`src/rtl/bitlut_pkg.sv`:
```
`timescale 1ns/1ps
package bitlut_pkg;

   typedef enum logic {
      LUT_OP_TERN = 1'b0,
      LUT_OP_BIN  = 1'b1
   } lut_op_e;

   localparam int SIGN_FLAG_W = 3;

   typedef struct packed {
      logic neg;
      logic pos;
      logic zero;
   } sign_flags_t;

   // Table ordering variants selected by generate
   localparam int ORDER_WEIGHT = 0;   // index k addresses table bit of weight k
   localparam int ORDER_MSB    = 1;   // index 0 addresses the table's top bit

endpackage

```
`src/rtl/bitlut_tern.sv`:
```
`timescale 1ns/1ps
module bitlut_tern
   import bitlut_pkg::*;
#(
   parameter int W     = 64,
   parameter int ORDER = ORDER_WEIGHT
) (
   input  logic [W-1:0] x,
   input  logic [W-1:0] a,
   input  logic [W-1:0] b,
   input  logic [7:0]   tbl,
   output logic [W-1:0] y
);

   localparam int IDX_W = 3;

   for (genvar i = 0; i < W; i++) begin : g_lane
      logic [IDX_W-1:0] idx;
      assign idx = {x[i], a[i], b[i]};
      if (ORDER == ORDER_WEIGHT) begin : g_wt
         assign y[i] = tbl[idx];
      end else begin : g_msb
         assign y[i] = tbl[3'(7) - idx];
      end
   end

endmodule

```
`src/rtl/bitlut_bin.sv`:
```
`timescale 1ns/1ps
module bitlut_bin
   import bitlut_pkg::*;
#(
   parameter int W     = 64,
   parameter int ORDER = ORDER_WEIGHT
) (
   input  logic [W-1:0] a,
   input  logic [W-1:0] b,
   input  logic [3:0]   nib,
   output logic [W-1:0] y
);

   localparam int IDX_W = 2;

   for (genvar i = 0; i < W; i++) begin : g_lane
      logic [IDX_W-1:0] idx;
      assign idx = {a[i], b[i]};
      if (ORDER == ORDER_WEIGHT) begin : g_wt
         assign y[i] = nib[idx];
      end else begin : g_msb
         assign y[i] = nib[2'(3) - idx];
      end
   end

endmodule

```
`src/rtl/bitlut_sign.sv`:
```
`timescale 1ns/1ps
module bitlut_sign
   import bitlut_pkg::*;
#(
   parameter int W = 64
) (
   input  logic [W-1:0]  val,
   input  logic          rec,
   output sign_flags_t   flags
);

   logic is_neg;
   logic is_zero;

   assign is_neg  = val[W-1];
   assign is_zero = ~|val;

   always_comb begin
      flags = '0;
      if (rec) begin
         flags.neg  = is_neg;
         flags.zero = is_zero;
         flags.pos  = ~is_neg & ~is_zero;
      end
   end

endmodule

```
`src/rtl/bitlut_unit.sv`:
```
`timescale 1ns/1ps
module bitlut_unit
   import bitlut_pkg::*;
#(
   parameter int DATA_W      = 64,
   parameter int TABLE_ORDER = ORDER_WEIGHT
) (
   input  logic              clk,
   input  logic              rst_n,
   input  logic              in_valid,
   input  logic              in_op,
   input  logic [DATA_W-1:0] in_x,
   input  logic [DATA_W-1:0] in_a,
   input  logic [DATA_W-1:0] in_b,
   input  logic [7:0]        in_imm,
   input  logic              in_nsel,
   input  logic              in_rec,
   output logic              out_valid,
   output logic [DATA_W-1:0] out_res,
   output logic [2:0]        out_flags
);

   localparam int TERN_TBL_W = 8;
   localparam int NIB_W      = TERN_TBL_W / 2;

   // Elaboration-time parameter checks
   if (DATA_W < 2 * NIB_W) begin : g_chk_w
      $error("bitlut_unit: DATA_W must hold two table nibbles");
   end
   if (TABLE_ORDER != ORDER_WEIGHT && TABLE_ORDER != ORDER_MSB) begin : g_chk_ord
      $error("bitlut_unit: unknown TABLE_ORDER");
   end

   lut_op_e           op;
   logic [NIB_W-1:0]  table_nib;
   logic [DATA_W-1:0] tern_y;
   logic [DATA_W-1:0] bin_y;
   logic [DATA_W-1:0] res_d;
   sign_flags_t       flags_d;
   logic [DATA_W-1:0] res_q;
   sign_flags_t       flags_q;
   logic              valid_q;

   assign op        = lut_op_e'(in_op);
   assign table_nib = in_nsel ? in_x[2*NIB_W-1:NIB_W] : in_x[NIB_W-1:0];

   bitlut_tern #(.W(DATA_W), .ORDER(TABLE_ORDER)) u_tern (
      .x   (in_x),
      .a   (in_a),
      .b   (in_b),
      .tbl (in_imm),
      .y   (tern_y)
   );

   bitlut_bin #(.W(DATA_W), .ORDER(TABLE_ORDER)) u_bin (
      .a   (in_a),
      .b   (in_b),
      .nib (table_nib),
      .y   (bin_y)
   );

   assign res_d = (op == LUT_OP_TERN) ? tern_y : bin_y;

   bitlut_sign #(.W(DATA_W)) u_sign (
      .val   (res_d),
      .rec   (in_rec),
      .flags (flags_d)
   );

   always_ff @(posedge clk or negedge rst_n) begin
      if (!rst_n) begin
         valid_q <= 1'b0;
         res_q   <= '0;
         flags_q <= '0;
      end else begin
         valid_q <= in_valid;
         if (in_valid) begin
            res_q   <= res_d;
            flags_q <= flags_d;
         end
      end
   end

   assign out_valid = valid_q;
   assign out_res   = res_q;
   assign out_flags = flags_q;

   // Handshake timing
   assert_valid_follows_R7: assert property (@(posedge clk) disable iff (!rst_n)
      in_valid |=> out_valid);
   assert_valid_drops_R7: assert property (@(posedge clk) disable iff (!rst_n)
      !in_valid |=> !out_valid);
   assert_hold_R7: assert property (@(posedge clk) disable iff (!rst_n)
      !in_valid |=> ($stable(out_res) && $stable(out_flags)));

   // Sign summary
   assert_flags_onehot_R6: assert property (@(posedge clk) disable iff (!rst_n)
      (in_valid && in_rec) |=> ($countones(out_flags) == 1));
   assert_flags_quiet_R6: assert property (@(posedge clk) disable iff (!rst_n)
      (in_valid && !in_rec) |=> (out_flags == 3'b000));

   // Constant tables
   assert_const_zero_R5: assert property (@(posedge clk) disable iff (!rst_n)
      (in_valid && op == LUT_OP_TERN && in_imm == 8'h00) |=> (out_res == '0));
   assert_const_one_R5: assert property (@(posedge clk) disable iff (!rst_n)
      (in_valid && op == LUT_OP_TERN && in_imm == 8'hFF) |=> (out_res == '1));

endmodule

```
`config.mk`:
```
export PLATFORM = sky130hd
export DESIGN_NAME = bitlut_unit
export DESIGN_NICKNAME = d
export VERILOG_FILES = /design/src/rtl/bitlut_pkg.sv /design/src/rtl/bitlut_tern.sv /design/src/rtl/bitlut_bin.sv /design/src/rtl/bitlut_sign.sv /design/src/rtl/bitlut_unit.sv
export SDC_FILE = /design/constraint.sdc
export NUM_CORES = 1
export LEC_CHECK = 0
export ABC_AREA = 0
export BUFFER_PORTS_ARGS = -buffer_cell sky130_fd_sc_hd__buf_2
export CELL_PAD_IN_SITES_DETAIL_PLACEMENT = 0
export CELL_PAD_IN_SITES_GLOBAL_PLACEMENT = 1
export CORE_UTILIZATION = 29
export CTS_BUF_LIST = sky130_fd_sc_hd__clkbuf_16
export DETAILED_ROUTE_END_ITERATION = 10
export GPL_ROUTABILITY_DRIVEN = 0
export MAX_ROUTING_LAYER = met4
export PLACE_DENSITY_LB_ADDON = 0.1
export SLEW_MARGIN = 5
export SYNTH_ARGS = -nofsm -noshare
export SYNTH_HDL_FRONTEND = slang
export SYNTH_SLANG_ARGS = --single-unit
```
`constraint.sdc`:
```
create_clock -name clk -period 1.07 [get_ports clk]
set_input_delay 0.2675 -clock clk [delete_from_list [all_inputs] [get_ports clk]]
set_output_delay 0.2675 -clock clk [all_outputs]
set_load 0.01 [all_outputs]
```
==> flow_summary_export.csv <==
group,metric,value,unit
final_layout,drive_gt1_share,87.9,%
clock_network,clk_latency,0.36,ns
floorplanning,die_h,177,µm
yosys,syn_nets,823,
timing,tightest_slew,0.430,ns
timing,max_slew_margin,71.1,%
setup_path,slowest_stage,"mux4_2",
clock_network,clockBufferDepth,2,
timing,hold_viol,0,
timing,fin_ws,-1.35,ns
route,route.detailed.drc,0,
timing,period_needed,2.42,ns
timing,period_share,226,%
timing,setup_tns,-45.84,ns
route,post_drt_wl_per_cell,26.0,µm
global_route,antenna_found_initial,8,
yosys,synth.area.top_cells,"mux4_2, dfrtp_1, mux2i_1, mux2_2, clkbuf_1",
floorplanning,die_w,177,µm
setup_path,required,1.37,ns
setup_path,arrival,2.72,ns
clock_network,cts_tree,"done",
final_layout,register_area,1700,µm²
final_layout,final_cells,1570,
clock_network,cts-root-buf,"clkbuf_16",
setup_path,r2r_slack,0.05,ns
floorplanning,rows,63,
placement,pre_cts_ws,-2.17,ns
final_layout,final_nets,1373,
final_layout,final_cell_area,16100,µm²
setup_path,crit_type,"primary input to flop",
clock_network,cts_buffers,9,
outcome,status,"finished, violations left",
yosys,synth_seq_cells,68,
global_route,overflow,0,
setup_path,crit_path_start_kind,"primary input",
yosys,yosys_warnings,0,
timing,finalSetupViolations,135,
floorplanning,floorplan.io_pins,274,
yosys,synth_area_leader_cell,"mux4_2",
setup_path,slowest_delay,0.49,ns
timing,finalMaxSlewViolations,0,
job,cap_violations,0,
final_layout,final_cell_mix,"buf_2, buf_4, mux4_2, buf_6, dfrtp_1",
yosys,syn_inst,617,
global_route,grt_pass1_vias,9329,
route,wl,40800,µm
placement,portBuffers,273,
yosys,yosysTopAreaCellShare,46.8,%
global_route,met2_usage,41.1,%
placement,dp.cells,1423,
timing,fmax,413,MHz
clock_network,clk_pin_slew_worst_paths,0.06,ns
setup_path,end_kind,"flop",
global_route,globalRouteTotalUtil,25.8,%
yosys,syn_avg_cell_area,14.4,µm²
floorplanning,die-area,31400,µm²
placement,placed_cell_area,12600,µm²
global_route,gr-usage-met1,33.7,%
power_and_ir_drop,ir_drop,0.774,mV
clock_network,cts_htree_levels,3,
global_route,grt_max_degree,46,
route,firstDrtPassIters,5,
global_route,grt_pass1_wl,57500,µm
yosys,synth_area,8910,µm²
route,antenna_left,0,
global_route,busiest_layer,"met2",
route,vias,8912,
final_layout,multi_input_area,8050,µm²
route,drt_iter0_drc,472,
final_layout,fillers,2579,
global_route,met3_usage,4.81,%
final_layout,syn_to_final_growth,80.2,%
clock_network,clock_sinks,68,
yosys,synth_cell_type_count,38,
placement,dp_hpwl,28700,µm
min_path,hp-class,"primary input to flop",
timing,rsz0062_at_grt,"yes",
setup_path,crit_fanout,8,
power_and_ir_drop,leakagePower,6.84,nW
route,avgViaCountPerCell,5.68,
outcome,failed_checks,"setup timing",
setup_path,worstPathCellList,"buf_12 > buf_12 > buf_6 > mux4_2 > mux2i_4 > mux2i_4 > nor4_4 > buf_4 > nand4_1 > nor4_4 > a22o_1",
floorplanning,core,30000,µm²
timing,clock_skew,0,ns
yosys,seq_area_frac_synth,19.1,%
floorplanning,initial_core_util,29.7,%
final_layout,final_common_cell,"buf_2",
power_and_ir_drop,powerDensity,1020,nW/µm²
## worst max-delay path: cells and delay by family
kind / cells / cell delay (ns)
AOI/OAI and AO/OA: 1 / 0.17
muxes: 3 / 0.82
buffers and inverters: 4 / 0.57
and+or+nand+nor: 3 / 0.89
## through the flow
stage / hold slack [ns] / utilization (%) / power [W]
3_5_place_dp: 0.278 / 41.9 / 0.00972
4_1_cts: 0.183 / 49.5 / 0.0153
3_3_place_gp: 0.274 / 41.9 / 0.00959
2_1_floorplan: -0.0281 / - / 0.00665
5_1_grt: 0.203 / 53.6 / 0.0170
6_report: 0.197 / 53.6 / 0.0164
## logic make-up after synthesis
| logic type | Yosys count | share of synthesized area, % |
|---|---|---|
| mux | 381 | 71.2 |
| simple gates | 43 | 2.89 |
| flops | 68 | 19.1 |
| buf+inv | 104 | 5.07 |
| compound gates | 21 | 1.71 |
## registers in the layout, indices dropped and copies added, names as in the netlist
name	flops
out_flags	3
out_res	64
out_valid	1
## repair_timing
item                       in CTS  in global routing
buffers inserted               70                 60
hold endpoints to repair       68                  0
hold buffers                    1                  0
cloned                          9                  6
setup endpoints to repair     135                135
resized for setup             241                153
pin swaps                      19                 14
## cells in the mapped netlist, drive strengths merged
| cell type | n |
|---|---|
| o21ai | 7 |
| buf | 19 |
| mux4 | 192 |
| clkinv | 1 |
| or2 | 4 |
| nor3 | 3 |
| o211ai | 2 |
| nor4 | 14 |
| and2 | 1 |
| inv | 5 |
| a311oi | 3 |
| clkbuf | 79 |
| o32ai | 1 |
| nand3b | 1 |
| or3 | 1 |
| dfrtp | 68 |
| nand3 | 2 |
| nor4bb | 2 |
| a31oi | 1 |
| nand4 | 4 |
| nor2 | 1 |
| nand2 | 7 |
| a22o | 1 |
| o31a | 1 |
| mux2 | 66 |
| nand2b | 3 |
| o211a | 1 |
| mux2i | 123 |
| a2111oi | 1 |
| o22ai | 3 |
## power by group
group | internal [W] | total, W | switching [W]
clock network | 0.00251 | 0.00383 | 0.00132
registers | 0.00305 | 0.00336 | 0.000302
logic | 0.00543 | 0.00918 | 0.00375
total | 0.0110 | 0.0164 | 0.00537
## cell type report
class	count	area share, %
Multi-Input combinational cell	445	50.1
Timing Repair Buffer	637	33.7
Sequential cell	68	10.6
Tap cell	390	3.04
Clock buffer	9	1.40
Clock inverter	7	0.873
Inverter	6	0.156
Antenna cell	8	0.125
## per-layer routing
metal / up-vias / wire length [µm]
met5: - / 0
met4: 0 / 794
met3: 55 / 2920
met2: 440 / 20100
met1: 4652 / 17000
li1: 3765 / -
## final timing paths
path,start,to,cells past startpoint
worst min register to register,out_res[22]$_DFFE_PN0P_,out_res[22]$_DFFE_PN0P_,1
worst min-delay path,in_rec,out_flags[2]$_DFFE_PN0P_,3
worst max-delay path,in_imm[1],out_flags[0]$_DFFE_PN0P_,11
min in group asynchronous,rst_n,out_res[55]$_DFFE_PN0P_,3
max in group asynchronous,rst_n,out_flags[2]$_DFFE_PN0P_,3
worst max register to register,out_res[18]$_DFFE_PN0P_,out_res[18]$_DFFE_PN0P_,3
No activity file was read; power rests on OpenSTA's default activity.
